--- src/rtl/norm_pkg.sv ---
package norm_pkg;
   localparam int unsigned FULL_W  = 32;
   localparam int unsigned SHORT_W = 16;
   localparam int unsigned CNT_W   = $clog2(FULL_W);

   typedef enum logic {
      MODE_FULL  = 1'b0,
      MODE_SHORT = 1'b1
   } width_mode_e;
endpackage

--- src/rtl/nrm_sign_fold.sv ---
module nrm_sign_fold #(
   parameter int unsigned FULL_W  = 32,
   parameter int unsigned SHORT_W = 16
) (
   input  logic              short_mode,
   input  logic [FULL_W-1:0] data,
   output logic [FULL_W-1:0] search_vec,
   output logic              is_zero
);
   localparam int unsigned PAD_W = FULL_W - SHORT_W;

   logic [FULL_W-1:0] full_vec;
   logic [FULL_W-1:0] short_vec;
   logic              full_zero;
   logic              short_zero;

   // Full word: drop sign, invert body when negative, append a sentinel one.
   always_comb begin
      full_vec  = {data[FULL_W-2:0] ^ {(FULL_W-1){data[FULL_W-1]}}, 1'b1};
      full_zero = (data == '0);
   end

   // Short word: left-aligned so the same search serves both widths.
   always_comb begin
      short_vec  = {data[SHORT_W-2:0] ^ {(SHORT_W-1){data[SHORT_W-1]}},
                    1'b1, {PAD_W{1'b0}}};
      short_zero = (data[SHORT_W-1:0] == '0);
   end

   assign search_vec = short_mode ? short_vec : full_vec;
   assign is_zero    = short_mode ? short_zero : full_zero;
endmodule

--- src/rtl/nrm_lead_search.sv ---
module nrm_lead_search #(
   parameter int unsigned VEC_W = 32,
   localparam int unsigned CW   = $clog2(VEC_W)
) (
   input  logic [VEC_W-1:0] vec,
   output logic [CW-1:0]    cnt
);
   logic [VEC_W-1:0] stage [0:CW];

   assign stage[0] = vec;

   for (genvar k = 0; k < CW; k++) begin : g_step
      localparam int unsigned HALF = VEC_W >> (k + 1);
      logic upper_empty;
      assign upper_empty  = (stage[k][VEC_W-1 -: HALF] == '0);
      assign stage[k+1]   = upper_empty ? (stage[k] << HALF) : stage[k];
      assign cnt[CW-1-k]  = upper_empty;
   end
endmodule

--- src/rtl/nrm_out_stage.sv ---
module nrm_out_stage #(
   parameter int unsigned CNT_W = 5
) (
   input  logic             clk,
   input  logic             rst_n,
   input  logic             load,
   input  logic [CNT_W-1:0] cnt_d,
   output logic             vld_q,
   output logic [CNT_W-1:0] cnt_q
);
   always_ff @(posedge clk) begin
      if (!rst_n) begin
         vld_q <= 1'b0;
         cnt_q <= '0;
      end else begin
         vld_q <= load;
         if (load) cnt_q <= cnt_d;
      end
   end
endmodule

--- src/rtl/sign_norm_count.sv ---
module sign_norm_count
   import norm_pkg::*;
#(
   parameter int unsigned DATA_W  = FULL_W,
   parameter int unsigned NARROW_W = SHORT_W,
   localparam int unsigned CW     = $clog2(DATA_W)
) (
   input  logic              clk,
   input  logic              rst_n,
   input  logic              in_vld,
   input  logic              in_short,
   input  logic [DATA_W-1:0] in_data,
   output logic              out_vld,
   output logic [CW-1:0]     out_cnt
);
   if ((DATA_W & (DATA_W - 1)) != 0) begin : g_bad_w
      $error("DATA_W must be a power of two");
   end
   if (NARROW_W >= DATA_W || NARROW_W < 2) begin : g_bad_n
      $error("NARROW_W must lie between 2 and DATA_W-1");
   end

   logic [DATA_W-1:0] search_vec;
   logic              is_zero;
   logic [CW-1:0]     raw_cnt;
   logic [CW-1:0]     final_cnt;
   width_mode_e       mode;

   assign mode = width_mode_e'(in_short);

   nrm_sign_fold #(.FULL_W(DATA_W), .SHORT_W(NARROW_W)) u_fold (
      .short_mode (mode == MODE_SHORT),
      .data       (in_data),
      .search_vec (search_vec),
      .is_zero    (is_zero)
   );

   nrm_lead_search #(.VEC_W(DATA_W)) u_search (
      .vec (search_vec),
      .cnt (raw_cnt)
   );

   // Zero is the one folded value the sentinel cannot distinguish from -1.
   assign final_cnt = is_zero ? '0 : raw_cnt;

   nrm_out_stage #(.CNT_W(CW)) u_out (
      .clk   (clk),
      .rst_n (rst_n),
      .load  (in_vld),
      .cnt_d (final_cnt),
      .vld_q (out_vld),
      .cnt_q (out_cnt)
   );
endmodule

--- config.mk ---
export PLATFORM = sky130hd
export DESIGN_NAME = sign_norm_count
export DESIGN_NICKNAME = d
export VERILOG_FILES = /design/src/rtl/norm_pkg.sv /design/src/rtl/nrm_sign_fold.sv /design/src/rtl/nrm_lead_search.sv /design/src/rtl/nrm_out_stage.sv /design/src/rtl/sign_norm_count.sv
export SDC_FILE = /design/constraint.sdc
export NUM_CORES = 1
export LEC_CHECK = 0
export BUFFER_PORTS_ARGS = -buffer_cell sky130_fd_sc_hd__buf_2
export CELL_PAD_IN_SITES_DETAIL_PLACEMENT = 0
export CELL_PAD_IN_SITES_GLOBAL_PLACEMENT = 1
export CORE_ASPECT_RATIO = 0.9
export CORE_MARGIN = 5
export CORE_UTILIZATION = 38
export DETAILED_ROUTE_END_ITERATION = 8
export GPL_TIMING_DRIVEN = 0
export HOLD_SLACK_MARGIN = 0.02
export PLACE_DENSITY = 0.87
export SETUP_SLACK_MARGIN = 0.5
export SLEW_MARGIN = 20
export SYNTH_ARGS = -nofsm -noshare
export SYNTH_HDL_FRONTEND = slang
export SYNTH_HIERARCHICAL = 1
export SYNTH_SLANG_ARGS = --single-unit
--- constraint.sdc ---
create_clock -name clk -period 4.25 [get_ports clk]
set_clock_uncertainty 0.15 [all_clocks]
set_input_delay 0.6375 -clock clk [delete_from_list [all_inputs] [get_ports clk]]
set_output_delay 0.6375 -clock clk [all_outputs]
set_load 0.01 [all_outputs]
Word level (Yosys, flattened, before mapping):

Cells that the tools add are included.

* muxes and demuxes: 7
* bitwise logic cells: 3
* reductions and logical operators: 6

Operators by type and width (number)
* $mux W32: 5
* $logic_not A16 Y1: 2
* $logic_not A32 Y1: 1
* $xor A31 B31 Y31: 1
* $xor A15 B15 Y15: 1
* $logic_not A8 Y1: 1
* $mux W5: 1
* $logic_not A4 Y1: 1
* $logic_not A2 Y1: 1
* $mux W1: 1
* $not A1 Y1: 1

* bits in registers: 6
* bits of input ports: 36
* output and inout port bits: 6
* logic and storage cells: 18

Depth between registers and ports, before layout:

Gate-level depths: netlist of run 1.

* word-level depth: 12
* depth in mapped cells: 17
* mapped depth without buffers: 12

Hierarchy:

The synthesis of run 1 kept the hierarchy.

Modules (own cells, without submodules)
* nrm_sign_fold: times used 1, cells each 118, area each 822.0 um2, sequential area each 0.0 um2
* nrm_lead_search: times used 1, cells each 61, area each 455.4 um2, sequential area each 0.0 um2
* nrm_out_stage: times used 1, cells each 18, area each 220.2 um2, sequential area each 120.1 um2
* sign_norm_count: times used 1, cells each 5, area each 31.3 um2, sequential area each 0.0 um2

Least setup slack after synthesis of run 1:

OpenSTA, ideal clock, no wires.

* path kind: input to register
* start: in in_data[31]
* end: reg u_out.cnt_q[0]
* library setup time: 0.065 ns
* arrival: 3.214 ns
* data required time: 4.035 ns
* slack: 0.821 ns
* cell stages on the path: 17
* buffers on the path: 5
* path through: buf_6 buf_6 inv_1 ha_1 mux2_2 nor3_1 and2_1 buf_4 and2_1 buf_2 a221o_1 a221o_1 a221oi_2 buf_4 nor2b_1 mux2i_1 nor2b_1

* longest elaborated chain between the ends: 12
* elaborated cells between the ends (all ways): 14
* classes of those cells: mux: 7; bitwise: 2; reduce/logical: 5

Ends and longest elaborated chain
* from (decl): RTL line sign_norm_count.sv:12 `input logic [DATA_W-1:0] in_data,`
* $xor A31 B31 Y31 *: RTL line nrm_sign_fold.sv:19 `full_vec = {data[FULL_W-2:0] ^ {(FULL_W-1){data[FULL_W-1]}}, 1'b1};`
* $mux W32 *: RTL line nrm_sign_fold.sv:30 `assign search_vec = short_mode ? short_vec : full_vec;`
* named net search_vec[31]: RTL line sign_norm_count.sv:23 `logic [DATA_W-1:0] search_vec;`
* $logic_not A16 Y1 *: RTL line nrm_lead_search.sv:15 `assign upper_empty = (stage[k][VEC_W-1 -: HALF] == '0);`
* named net u_search.g_step[0].upper_empty: RTL line nrm_lead_search.sv:14 `logic upper_empty;`
* $mux W32 *: RTL line nrm_lead_search.sv:16 `assign stage[k+1] = upper_empty ? (stage[k] << HALF) : stage[k];`
* $logic_not A8 Y1: RTL line nrm_lead_search.sv:15
* $mux W32 *: RTL line nrm_lead_search.sv:16
* $logic_not A4 Y1: RTL line nrm_lead_search.sv:15
* $mux W32 *: RTL line nrm_lead_search.sv:16
* $logic_not A2 Y1: RTL line nrm_lead_search.sv:15
* $mux W32 *: RTL line nrm_lead_search.sv:16
* $not A1 Y1 *: RTL line nrm_lead_search.sv:15
* named net u_search.g_step[4].upper_empty: RTL line nrm_lead_search.sv:14
* $mux W5 *: RTL line sign_norm_count.sv:44 `assign final_cnt = is_zero ? '0 : raw_cnt;`
* named net final_cnt[0]: RTL line sign_norm_count.sv:26 `logic [CW-1:0] final_cnt;`
* to (signal assigned): RTL line nrm_out_stage.sv:17 `if (load) cnt_q <= cnt_d;`
* to (decl): RTL line nrm_out_stage.sv:9 `output logic [CNT_W-1:0] cnt_q`

The timed path passes the listed nets; every way through them passes the cells marked *.
A chain may end at the register's enable or synchronous reset.

Worst setup path in the final report of run 1:

* start: in in_data[31]
* end: reg u_out.cnt_q[1]

* longest elaborated chain between the ends: 10
* elaborated cells between the ends (all ways): 12
* classes of those cells: mux: 6; bitwise: 1; reduce/logical: 5

Ends and longest elaborated chain (RTL line)
* $xor A31 B31 Y31 *: nrm_sign_fold.sv:19
* $mux W32 *: nrm_sign_fold.sv:30
* named net search_vec[31]: sign_norm_count.sv:23
* $logic_not A16 Y1 *: nrm_lead_search.sv:15
* named net u_search.g_step[0].upper_empty: nrm_lead_search.sv:14
* $mux W32 *: nrm_lead_search.sv:16
* $logic_not A8 Y1: nrm_lead_search.sv:15
* $mux W32 *: nrm_lead_search.sv:16
* $logic_not A4 Y1: nrm_lead_search.sv:15
* $mux W32 *: nrm_lead_search.sv:16
* $logic_not A2 Y1 *: nrm_lead_search.sv:15
* named net u_search.g_step[3].upper_empty: nrm_lead_search.sv:14
* $mux W5 *: sign_norm_count.sv:44
* named net final_cnt[1]: sign_norm_count.sv:26

Marks and branches as above.

==> results.tsv, run 1 <==
metric	value	unit
Simple-Gate Fraction of Synth Area	25.4	%
synth warn	6	
number of core rows	21	
Startpoint Class	input pin	
Inserted Clock Buffers	3	
Seq/Total Area, Yosys	7.86	%
top_reg_cell synth	dfxtp_1	
worst relative slew slack	64.5	%
Netlist Area Pre-Place	1530	um2
filler cell count	389	
distinct cell type count after synthesis	44	
Nets	282	
worst min path class	reg2reg	
GRT overflow	0	
CTS tree	yes	
hold path cells	2	
crit path max fanout	10	
Worst setup EP type	register	
core area	3810	um2
Finished Layout Cells	288	
asr flop ratio synth	0	%
R2R depth	2	
Fin Setup TNS	0	ns
H-tree levels	1	
Area Growth Syn to Fin	18.9	%
ratio of cells with drive above 1 in the final layout	31.8	%
I/O pin cnt	42	
Reg clk slew, reported paths	0.04	ns
Synth Area in Compound Gates	21.1	%
critical path class	in2reg	
DR vias	1502	
Clock Latency Late Sink	0.22	ns
PortBufs	37	
arrival time at the worst endpoint	3.48	ns
Tcrit/Tclk final	82.7	%
Pre-antenna DRT Iters	4	
maximum vdd drop	0.0747	mV
Tightest Pin Transition	0.533	ns
commonest non-fill, non-tap cell in the layout	buf_2	
CTS Buffer Depth	2	
Initial Util	40.1	%
post-place instance area	1770	um2
Die ar.	5390	um2
Clock Root Buffer	clkbuf_8	
RSZ-0062 raised after global routing	no	
max frequency	285	MHz
initial antenna violation count	0	
final wirelength	4010	um
postcts setup bufs	0	
vias in the first global route	1394	
die height	70.2	um
fin area	1820	um2
Avg Inst Size Synth	7.57	um2
post-synthesis mux area share	4.01	%
Post-Synth Adder-Cell Area	1.64	%
wire per inst	13.9	um
endpoints failing hold	0	
min Tclk post-route	3.51	ns
xor and xnor area share after synthesis	25.2	%
largest family of logic cells by synthesized area	simple AND/OR/NAND/NOR gates	
Slew Viols, Final	0	
Final setup viols	0	
DRC viols	0	
total of max-cap violations	0	
#FFs+latches synth	6	
Horiz. Die Dim	76.9	um
Pwr Total	0.343	mW
post-route ant nets	0	
Total GRT Usage	14.6	%
placed insts	285	
synthesized instance count	202	
gpl congestion	0.885	
power density cells	188	nW/um2
Initial DRC Count	156	
EDFF count, synth	0	
CP required	4.21	ns
via/cell ratio	5.22	
diode count	0	
Leakage	0.779	nW
Post-DP HPWL	3370	um
first-pass GRT wire length	6510	um
status	finished, final reports clean	
commonest non-fill, non-tap cells in the layout	buf_2, xnor2_1, nor2_1, nand2_1, xor2_1	
clock sink count	6	
Post-Syn Nets	240	
largest net degree at the start of global routing	11	
[critical path, cell delays in order]
cell	delay, ns
buf_6	0.10
buf_6	0.16
inv_1	0.05
ha_1	0.26
mux2_2	0.29
nor3_2	0.30
and2_1	0.18
buf_4	0.16
and2_1	0.13
buf_2	0.16
a21oi_1	0.09
o31ai_1	0.39
nor3_1	0.11
buf_4	0.14
nor2b_1	0.12
mux2i_1	0.14
nor2b_1	0.06
[what timing repair did]
item | 4_1_cts | 5_1_grt
gates resized for setup | 0 | 1
endpoints found under the setup margin | 0 | 2
hold buffers | 0 | 0
[through the flow]
step | setup WS [ns] | hold WS [ns] | utilization [%]
after floorplan | 0.821 | 0.388 | -
after global placement | 0.391 | 0.344 | 46.5
after detailed placement | 0.371 | 0.351 | 46.5
after CTS | 0.593 | 0.364 | 47.6
after global routing | 0.576 | 0.383 | 47.7
final | 0.736 | 0.364 | 47.7
[synth_stat cells, types with 3 or more instances]
library cell	number	area [um2]
o21ai_0	3	15.0
o21ai_1	11	55.1
buf_6	7	78.8
nand2_1	19	71.3
inv_1	5	18.8
a31oi_1	8	50.1
o31ai_1	4	30.0
a21oi_1	5	25.0
mux2i_1	5	50.1
dfxtp_1	6	120
xor2_1	14	123
nor2_1	19	71.3
nor3_1	6	30.0
xnor2_1	30	263
nor4_1	5	31.3
buf_4	8	60.1
nor2b_1	10	62.6
[routing by layer]
metal	wire length (um)	vias to the layer above	track usage [%]
li1	-	772	-
met1	1940	687	20.9
met2	1880	43	23.4
met3	188	0	2.06
met4	0	0	2.33
met5	0	-	0
[final timing paths]
kind / start / end / slack [ns]
max: in_data[31] / u_out/cnt_q[1] / 0.74
min: u_out/cnt_q[1] / u_out/cnt_q[1] / 0.36
max reg2reg: u_out/cnt_q[3] / u_out/cnt_q[3] / 3.48
min reg2reg: u_out/cnt_q[1] / u_out/cnt_q[1] / 0.36
[state kept, by name, indices dropped and copies added (netlist names)]
name and count:
u_out/cnt_q 5, u_out/vld_q 1
[cell families (layout without fill, tap and decap cells)]
group / count (synthesis) / count (layout)
muxes: 6 / 6
buffers and inverters: 26 / 66
adders and majority gates: 2 / 2
xor gates and xnor gates: 44 / 44
and+or+nand+nor: 73 / 73
AOI/OAI and AO/OA: 45 / 45
DFF: 6 / 6
[area by class of cell]
type                            count  area (um2)  share of cell area (%)
Multi-Input combinational cell    170        1190                    65.3
Buffer                             21         208                    11.4
Timing Repair Buffer               37         185                    10.2
Sequential cell                     6         120                    6.61
Tap cell                           46        57.6                    3.17
Clock buffer                        3        41.3                    2.27
Inverter                            5        18.8                    1.03
[power breakdown]
part | leakage (nW) | internal [mW] | switching (mW)
Combinational | 0.709 | 0.0909 | 0.104
Sequential | 0.0489 | 0.0591 | 0.000830
Clock | 0.0216 | 0.0610 | 0.0264
Total | 0.779 | 0.211 | 0.132
Note: power is estimated with default switching activity, not from simulation.
==> run 2: changes to the inputs <==
- CORE_UTILIZATION: 38 -> 34
- PLACE_DENSITY: 0.87 -> 0.82
- clock period: 4.25 -> 2.9 ns (I/O delays scaled with it)
==> run 2 against run 1 <==
Compared with the run above:
- the run now ends with setup timing left
- wire length is 16% higher
- sequential power increased by 47%
- register-to-register slack got worse by 1.3 ns
- die area increased by 10%
==> results.tsv, run 2 (synthesized netlist as in run 1, its figures left out) <==
metric	value	unit
status	finished with violations	
violated checks	setup timing	
wire per inst	14.0	um
filler cell count	414	
vias in the first global route	1603	
diode count	0	
Initial DRC Count	33	
final core utilization	54.6	%
worst relative slew slack	68.7	%
Buf/Inv on CP	5	
largest registers	u_out/cnt_q: 5 flops, u_out/vld_q: 1 flops	
flop2flop setup slack	2.15	ns
commonest non-fill, non-tap cell in the layout	buf_2	
Tightest Pin Transition	0.470	ns
final wirelength	4640	um
commonest non-fill, non-tap cells in the layout	buf_2, buf_4, xnor2_1, nand2_1, nor2_1	
DR vias	1639	
Clock Root Buffer	clkbuf_8	
Die ar.	5940	um2
min Tclk post-route	3.06	ns
I/O pin cnt	42	
maximum vdd drop	0.140	mV
Reg clk slew, reported paths	0.03	ns
Post-DP HPWL	3450	um
PortBufs	37	
GRT overflow	0	
arrival time at the worst endpoint	3.06	ns
Leakage	1.03	nW
Initial Util	34.7	%
Place WS	-0.519	ns
ratio of cells with drive above 1 in the final layout	50.2	%
Top reg by flops	u_out/cnt_q	
setup slack after layout	-0.160	ns
post-route ant nets	0	
first-pass GRT wire length	7430	um
endpoints failing hold	0	
CP most frequent cell	buf_12	
Tcrit/Tclk final	106	%
max frequency	327	MHz
DRC viols	0	
Startpoint Class	input pin	
largest net degree at the start of global routing	11	
number of core rows	23	
CTS Buffer Depth	2	
crit path max fanout	6	
total of max-cap violations	0	
Nets	309	
Worst setup EP type	register	
Inserted Clock Buffers	3	
max incr delay on CP	0.33	ns
CTS tree	yes	
via/cell ratio	4.95	
Area Growth Syn to Fin	57.2	%
Slew Viols, Final	0	
gpl congestion	0.896	
power density cells	256	nW/um2
worst path cell trace	buf_12 -> buf_12 -> xnor2_2 -> o21ai_2 -> nor4_4 -> and3_4 -> buf_6 -> buf_12 -> a21o_4 -> a221o_1 -> a221o_1 -> a221oi_2 -> buf_4 -> nor2b_1 -> mux2i_1 -> nor2b_1	
clock sink count	6	
worst min path class	in2reg	
post-place instance area	1890	um2
RSZ-0062 raised after global routing	yes	
H-tree levels	1	
CP top delay family	compound AO/OA/AOI/OAI gates	
Horiz. Die Dim	80.7	um
initial antenna violation count	0	
fin area	2400	um2
die height	73.6	um
Hold-fix buffers, CTS	0	
Pre-antenna DRT Iters	4	
Clock Latency Late Sink	0.22	ns
core area	4400	um2
max reg flops	5	
Total GRT Usage	15.5	%
critical path class	in2reg	
CP required	2.90	ns
Final setup viols	2	
Slowest cell on crit path	a221o_1	
Pwr Total	0.616	mW
## run 2: metrics by stage
| stage | TNS, ns | std cells | hold slack (ns) |
|---|---|---|---|
| 3_3_place_gp | -0.874 | 301 | 0.339 |
| 6_report | -0.262 | 331 | 0.334 |
| 4_1_cts | -0.362 | 329 | 0.330 |
| 5_1_grt | -0.572 | 331 | 0.339 |
| 2_1_floorplan | -0.396 | 202 | 0.388 |
| 3_5_place_dp | -0.953 | 301 | 0.356 |
## run 2: timing repair
item                       in CTS  in global routing
hold endpoints to repair        0                  0
gates resized for setup        28                 17
cloned                          2                  0
setup endpoints to repair       5                  5
pin swaps                      23                 16
setup buffers                  23                  2
## run 2: layout make-up
type / count / area [um2] / area share (%)
plain buffers: 21 / 265 / 11.0
clock buffers: 3 / 41.3 / 1.72
well taps: 62 / 77.6 / 3.23
inverters: 5 / 18.8 / 0.781
multi-input cells: 170 / 1430 / 59.3
flip-flops and latches: 6 / 120 / 5.00
repair buffers: 64 / 455 / 18.9
## run 2: power breakdown
group / internal, mW / switching (mW) / leakage [nW]
combinational: 0.205 / 0.203 / 0.958
sequential: 0.0867 / 0.00153 / 0.0489
clock: 0.0887 / 0.0310 / 0.0216
## run 2: worst paths after layout
path,cells after the start,from,end
max,16,in_data[31],u_out/cnt_q[0]
min,2,in_vld,u_out/vld_q
max reg2reg,2,u_out/cnt_q[3],u_out/cnt_q[3]
min reg2reg,2,u_out/cnt_q[4],u_out/cnt_q[4]
## run 2: layer usage
layer,global-route usage [%],part of all wire (%)
met5,0,0
met4,3.94,3.1
met3,1.47,4.9
met2,29.1,50
met1,18.9,42
